File: src/rtl/cps_pkg.sv
package cps_pkg;

  localparam int CTX_W  = 5;
  localparam int SLOT_W = CTX_W + 2;

  // Slot layout: valid on top, then decision, then context label.
  typedef struct packed {
    logic             vld;
    logic             dec;
    logic [CTX_W-1:0] ctx;
  } slot_t;

  // Index of the lowest set bit; zero when no bit is set.
  function automatic logic [31:0] first_set(input logic [31:0] m);
    logic [31:0] r;
    r = '0;
    for (int i = 31; i >= 0; i--) begin
      if (m[i]) r = 32'(i);
    end
    return r;
  endfunction

  // Mask with its lowest set bit removed.
  function automatic logic [31:0] drop_lowest(input logic [31:0] m);
    return m & (m - 32'd1);
  endfunction

endpackage

File: src/rtl/cps_unpack.sv
module cps_unpack
  import cps_pkg::*;
#(
  parameter  int NSLOT = 10,
  localparam int WW    = NSLOT * SLOT_W
) (
  input  logic [WW-1:0]    word,
  output logic [NSLOT-1:0] mask
);

  for (genvar g = 0; g < NSLOT; g++) begin : g_slot
    slot_t s;
    assign s       = word[g*SLOT_W +: SLOT_W];
    assign mask[g] = s.vld;
  end

endmodule

File: src/rtl/cps_pick.sv
module cps_pick
  import cps_pkg::*;
#(
  parameter  int NSLOT = 10,
  localparam int WW    = NSLOT * SLOT_W,
  localparam int IDX_W = (NSLOT > 1) ? $clog2(NSLOT) : 1
) (
  input  logic [NSLOT-1:0] mask,
  input  logic [WW-1:0]    word,
  output logic             any,
  output logic [IDX_W-1:0] idx,
  output slot_t            slot
);

  logic [31:0] pos;

  always_comb begin
    pos  = first_set(32'(mask));
    any  = |mask;
    idx  = pos[IDX_W-1:0];
    slot = word[idx*SLOT_W +: SLOT_W];
  end

endmodule

File: src/rtl/cps_store.sv
module cps_store
  import cps_pkg::*;
#(
  parameter  int NSLOT = 10,
  localparam int WW    = NSLOT * SLOT_W
) (
  input  logic             clk,
  input  logic             rst_n,
  input  logic             take,
  input  logic [NSLOT-1:0] in_mask,
  input  logic [WW-1:0]    in_word,
  input  logic             fire,
  output logic [NSLOT-1:0] act_mask,
  output logic [WW-1:0]    act_word,
  output logic             hold_full,
  output logic             act_drained,
  output logic             hold_move,
  output logic             direct_load,
  output logic             hold_load
);

  logic [NSLOT-1:0] hold_mask;
  logic [WW-1:0]    hold_word;
  logic [NSLOT-1:0] mask_after;
  logic [31:0]      trimmed;
  logic             keep;

  always_comb begin
    trimmed     = drop_lowest(32'(act_mask));
    mask_after  = fire ? trimmed[NSLOT-1:0] : act_mask;
    act_drained = (mask_after == '0);
    keep        = take && (|in_mask);
    hold_move   = act_drained && hold_full;
    direct_load = act_drained && !hold_full && keep;
    hold_load   = keep && !act_drained;
  end

  always_ff @(posedge clk) begin
    if (!rst_n) begin
      act_mask  <= '0;
      act_word  <= '0;
      hold_mask <= '0;
      hold_word <= '0;
      hold_full <= 1'b0;
    end else begin
      if (hold_move) begin
        act_mask <= hold_mask;
        act_word <= hold_word;
      end else if (direct_load) begin
        act_mask <= in_mask;
        act_word <= in_word;
      end else begin
        act_mask <= mask_after;
      end
      if (hold_load) begin
        hold_mask <= in_mask;
        hold_word <= in_word;
        hold_full <= 1'b1;
      end else if (hold_move) begin
        hold_full <= 1'b0;
      end
    end
  end

  // an occupied holding register is never overwritten before promotion.
  a_r7_hold_kept: assert property (@(posedge clk) disable iff (!rst_n)
    hold_full && !hold_move |=> hold_full && $stable(hold_mask) && $stable(hold_word));

  // a word is only parked while the active word still has pairs.
  a_r7_park_behind: assert property (@(posedge clk) disable iff (!rst_n)
    hold_load |=> act_mask != '0);

  // a promoted word always carries at least one pair.
  a_r8_promote_nonempty: assert property (@(posedge clk) disable iff (!rst_n)
    hold_move |=> act_mask != '0);

endmodule

File: src/rtl/ctx_pair_serializer.sv
module ctx_pair_serializer
  import cps_pkg::*;
#(
  parameter  int NSLOT = 10,
  localparam int WW    = NSLOT * SLOT_W,
  localparam int IDX_W = (NSLOT > 1) ? $clog2(NSLOT) : 1
) (
  input  logic             clk,
  input  logic             rst_n,
  input  logic             in_valid,
  input  logic [WW-1:0]    in_word,
  output logic             in_stall,
  output logic             out_valid,
  output logic [CTX_W-1:0] out_ctx,
  output logic             out_dec,
  input  logic             out_ready
);

  logic [NSLOT-1:0] in_mask;
  logic [NSLOT-1:0] act_mask;
  logic [WW-1:0]    act_word;
  logic             hold_full;
  logic             act_drained;
  logic             hold_move;
  logic             direct_load;
  logic             hold_load;
  logic             take;
  logic             fire;
  logic             pick_any;
  logic [IDX_W-1:0] pick_idx;
  slot_t            pick_slot;

  cps_unpack #(.NSLOT(NSLOT)) unpack_i (
    .word (in_word),
    .mask (in_mask)
  );

  assign in_stall = hold_full;
  assign take     = in_valid && !hold_full;
  assign fire     = out_valid && out_ready;

  cps_store #(.NSLOT(NSLOT)) store_i (
    .clk         (clk),
    .rst_n       (rst_n),
    .take        (take),
    .in_mask     (in_mask),
    .in_word     (in_word),
    .fire        (fire),
    .act_mask    (act_mask),
    .act_word    (act_word),
    .hold_full   (hold_full),
    .act_drained (act_drained),
    .hold_move   (hold_move),
    .direct_load (direct_load),
    .hold_load   (hold_load)
  );

  cps_pick #(.NSLOT(NSLOT)) pick_i (
    .mask (act_mask),
    .word (act_word),
    .any  (pick_any),
    .idx  (pick_idx),
    .slot (pick_slot)
  );

  assign out_valid = pick_any;
  assign out_ctx   = pick_slot.ctx;
  assign out_dec   = pick_slot.dec;

  // a refused pair is presented again unchanged.
  a_r5_refused_stable: assert property (@(posedge clk) disable iff (!rst_n)
    out_valid && !out_ready |=> out_valid && $stable(out_ctx) && $stable(out_dec));

  // within one word the next pair comes from a higher slot.
  a_r3_ascending: assert property (@(posedge clk) disable iff (!rst_n)
    fire && !act_drained |=> out_valid && (pick_idx > $past(pick_idx)));

  // the presented slot always carries its valid flag.
  a_r2_only_valid: assert property (@(posedge clk) disable iff (!rst_n)
    out_valid |-> pick_slot.vld);

  // with nothing presented, nothing is parked either.
  a_r4_idle_empty: assert property (@(posedge clk) disable iff (!rst_n)
    !out_valid |-> !in_stall);

  // an empty column taken while idle leaves the output idle.
  a_r6_empty_column: assert property (@(posedge clk) disable iff (!rst_n)
    take && (in_mask == '0) && !out_valid |=> !out_valid);

endmodule

File: config.mk
export PLATFORM = sky130hd
export DESIGN_NAME = ctx_pair_serializer
export DESIGN_NICKNAME = d
export VERILOG_FILES = /design/src/rtl/cps_pkg.sv /design/src/rtl/cps_unpack.sv /design/src/rtl/cps_pick.sv /design/src/rtl/cps_store.sv /design/src/rtl/ctx_pair_serializer.sv
export SDC_FILE = /design/constraint.sdc
export NUM_CORES = 1
export LEC_CHECK = 0
export CAP_MARGIN = 10
export CORE_ASPECT_RATIO = 1.5
export CORE_MARGIN = 2
export CORE_UTILIZATION = 32
export DETAILED_ROUTE_END_ITERATION = 12
export DONT_BUFFER_PORTS = 1
export PLACE_DENSITY = 0.48
export RECOVER_POWER = 25
export SYNTH_ARGS = -nofsm -noshare
export SYNTH_HDL_FRONTEND = slang
export SYNTH_HIERARCHICAL = 1
export SYNTH_SLANG_ARGS = --single-unit
File: constraint.sdc
create_clock -name clk -period 7.87 [get_ports clk]
set_input_delay 1.574 -clock clk [delete_from_list [all_inputs] [get_ports clk]]
set_output_delay 1.574 -clock clk [all_outputs]
set_load 0.01 [all_outputs]
==> metrics.cfg <==
[outcome]
outcome = finished with violations
violations = capacitance limit, slew limit

[place]
dpl.hpwl_um = 12700
place_area_um2 = 6740
gp_congestion = 0.833
dp_cells = 980
place_ws_ns = 3.37
port_buffers = 0

[setup_path]
path_cells = or2_0 -> nor3_1 -> nand3_1 -> and2_0 -> or4b_1 -> nand2b_1 -> o21ai_0 -> nand4_1 -> clkbuf_1 -> or2b_1 -> a32o_1
crit_fanout = 49
r2r-start = store_i/act_mask[0]
worst_setup_path_start_kind = flop
r2r_cells = 11
worst_path_largest_cell_delay_ns = 1.65
crit_path_top_delay_cell = clkbuf_1
end_kind = flop
arrival_ns = 5.27
rr_endpoint = store_i/act_word[21]
crit_required_ns = 8.18
worst-r2r-setup-slack_ns = 2.91
worstSetupPathType = flop to flop

[finish]
fin_util = 0.350
layout_commonest_cell = nand3_1
syn_to_final_growth_pct = 7.92
layout-drive-gt1-share = 0.0753
nNetsFinal = 805
n_antenna_cell = 0
fillCellCount = 2128
ff_latch_area_um2 = 2820
final_area_um2 = 7310
layout_common_cells = nand3_1, dfxtp_1, nand2b_1
multi_input_area_um2 = 3480
instances_no_fill = 1012

[flow_run]
drv_cap = 2

[timing]
max_freq_ghz = 0.202
drv_slew = 119
holdWs_ns = 0.440
setup_slack_ns = 2.91
hold_viol_final = 0
period_needed_ns = 4.96
rsz0062_at_grt = false
clock_skew_ns = 0.00860
finalSetupViolations = 0
slew_headroom = -1.19
fin_tns_setup_ns = 0
tightestPinTransition_ns = 3.29
fin_crit_sh = 0.631

[power]
finalPower_mw = 3.33
p_leak_nw = 2.92
ir_drop_uv = 202
power_density_nw_per_um2 = 456

[routing]
num_vias = 5566
drt-pass1-iter-count = 5
viasPerCell = 5.50
post_drt_wl_per_cell_um = 19.1
routed_wl_um = 19300
ant_nets = 0
drc = 0
drtIter0Drc = 408

[yosys]
syn-num-nets = 867
synth.avg_cell_area_um2 = 8.55
netlist_instances = 793
syn_area_um2 = 6780
ys_warn_count = 6

[hold_path]
hold_path.class = flop to flop
hold_end = store_i/hold_word[60]
min-delay-start = store_i/hold_word[60]
min_path_cells = 2

[clock_tree]
clockRootBuffer = clkbuf_16
tritoncts = yes
post_cts_buffers = 0
post_cts_resized = 0
cts_inserted_buffers = 17
clockBufferDepth = 2
cts.sinks = 141
clk_pin_slew_ns = 0.06
clock_latency_ns = 0.42
hold_buffers = 0
htree_levels = 4

[die]
start_util = 0.324
io-pin-count = 82
die_h_um = 182
core-area_um2 = 20900
die_area_um2 = 22400
die_w_um = 123
fp-row-count = 65

[global_routing]
grt_pass1_wl_um = 30200
overflow = 0
grt_max_degree = 153
antenna_found_initial = 0
grt_usage = 0.175
grt_pass1_vias = 5524

## area by class of cell
type                            count  share of cell area
Clock inverter                     15              0.0236
Clock buffer                       17              0.0582
Timing Repair Buffer                7             0.00564
Inverter                           11             0.00564
Multi-Input combinational cell    553               0.475
Sequential cell                   141               0.386
Tap cell                          268              0.0458
## layer usage
layer / vias to the layer above / share of wire / track usage / wire (um)
met3: 29 / 0.054 / 0.0478 / 1040
met5: - / 0 / 0 / 0
met1: 2701 / 0.39 / 0.191 / 7460
li1: 2709 / - / - / -
met2: 127 / 0.53 / 0.316 / 10300
met4: 0 / 0.027 / 0.0680 / 516
## where the power goes
part           leakage, nW  total [mW]  switching [mW]  internal (mW)
Clock                0.277       0.816           0.320          0.497
Combinational         1.49        1.29           0.824          0.467
Sequential            1.15        1.22           0.202           1.02
## critical path, delay by kind of cell (launching register included)
family                 cells  cell delay [ns]
AOI/OAI and AO/OA          2             0.47
DFF                        1             0.41
and+or+nand+nor            8             2.28
buffers and inverters      1             1.65
## flip-flops by register name (all words and copies together), names as in the netlist
register           cells
store_i/act_mask      10
store_i/act_word      60
store_i/hold_full      1
store_i/hold_mask     10
store_i/hold_word     60
## worst max path at each step
stage | start | to | slack [ns]
floorplan | out_ready | store_i/act_word[21] | 4.28
global placement | out_ready | store_i/act_word[7] | 3.53
detailed placement | out_ready | store_i/act_word[17] | 3.37
CTS | store_i/act_mask[5] | out_dec | 3.26
global route | store_i/hold_full | store_i/act_mask[8] | 2.35
finish | store_i/act_mask[0] | store_i/act_word[21] | 2.91
No activity file was read; power rests on OpenSTA's default activity.
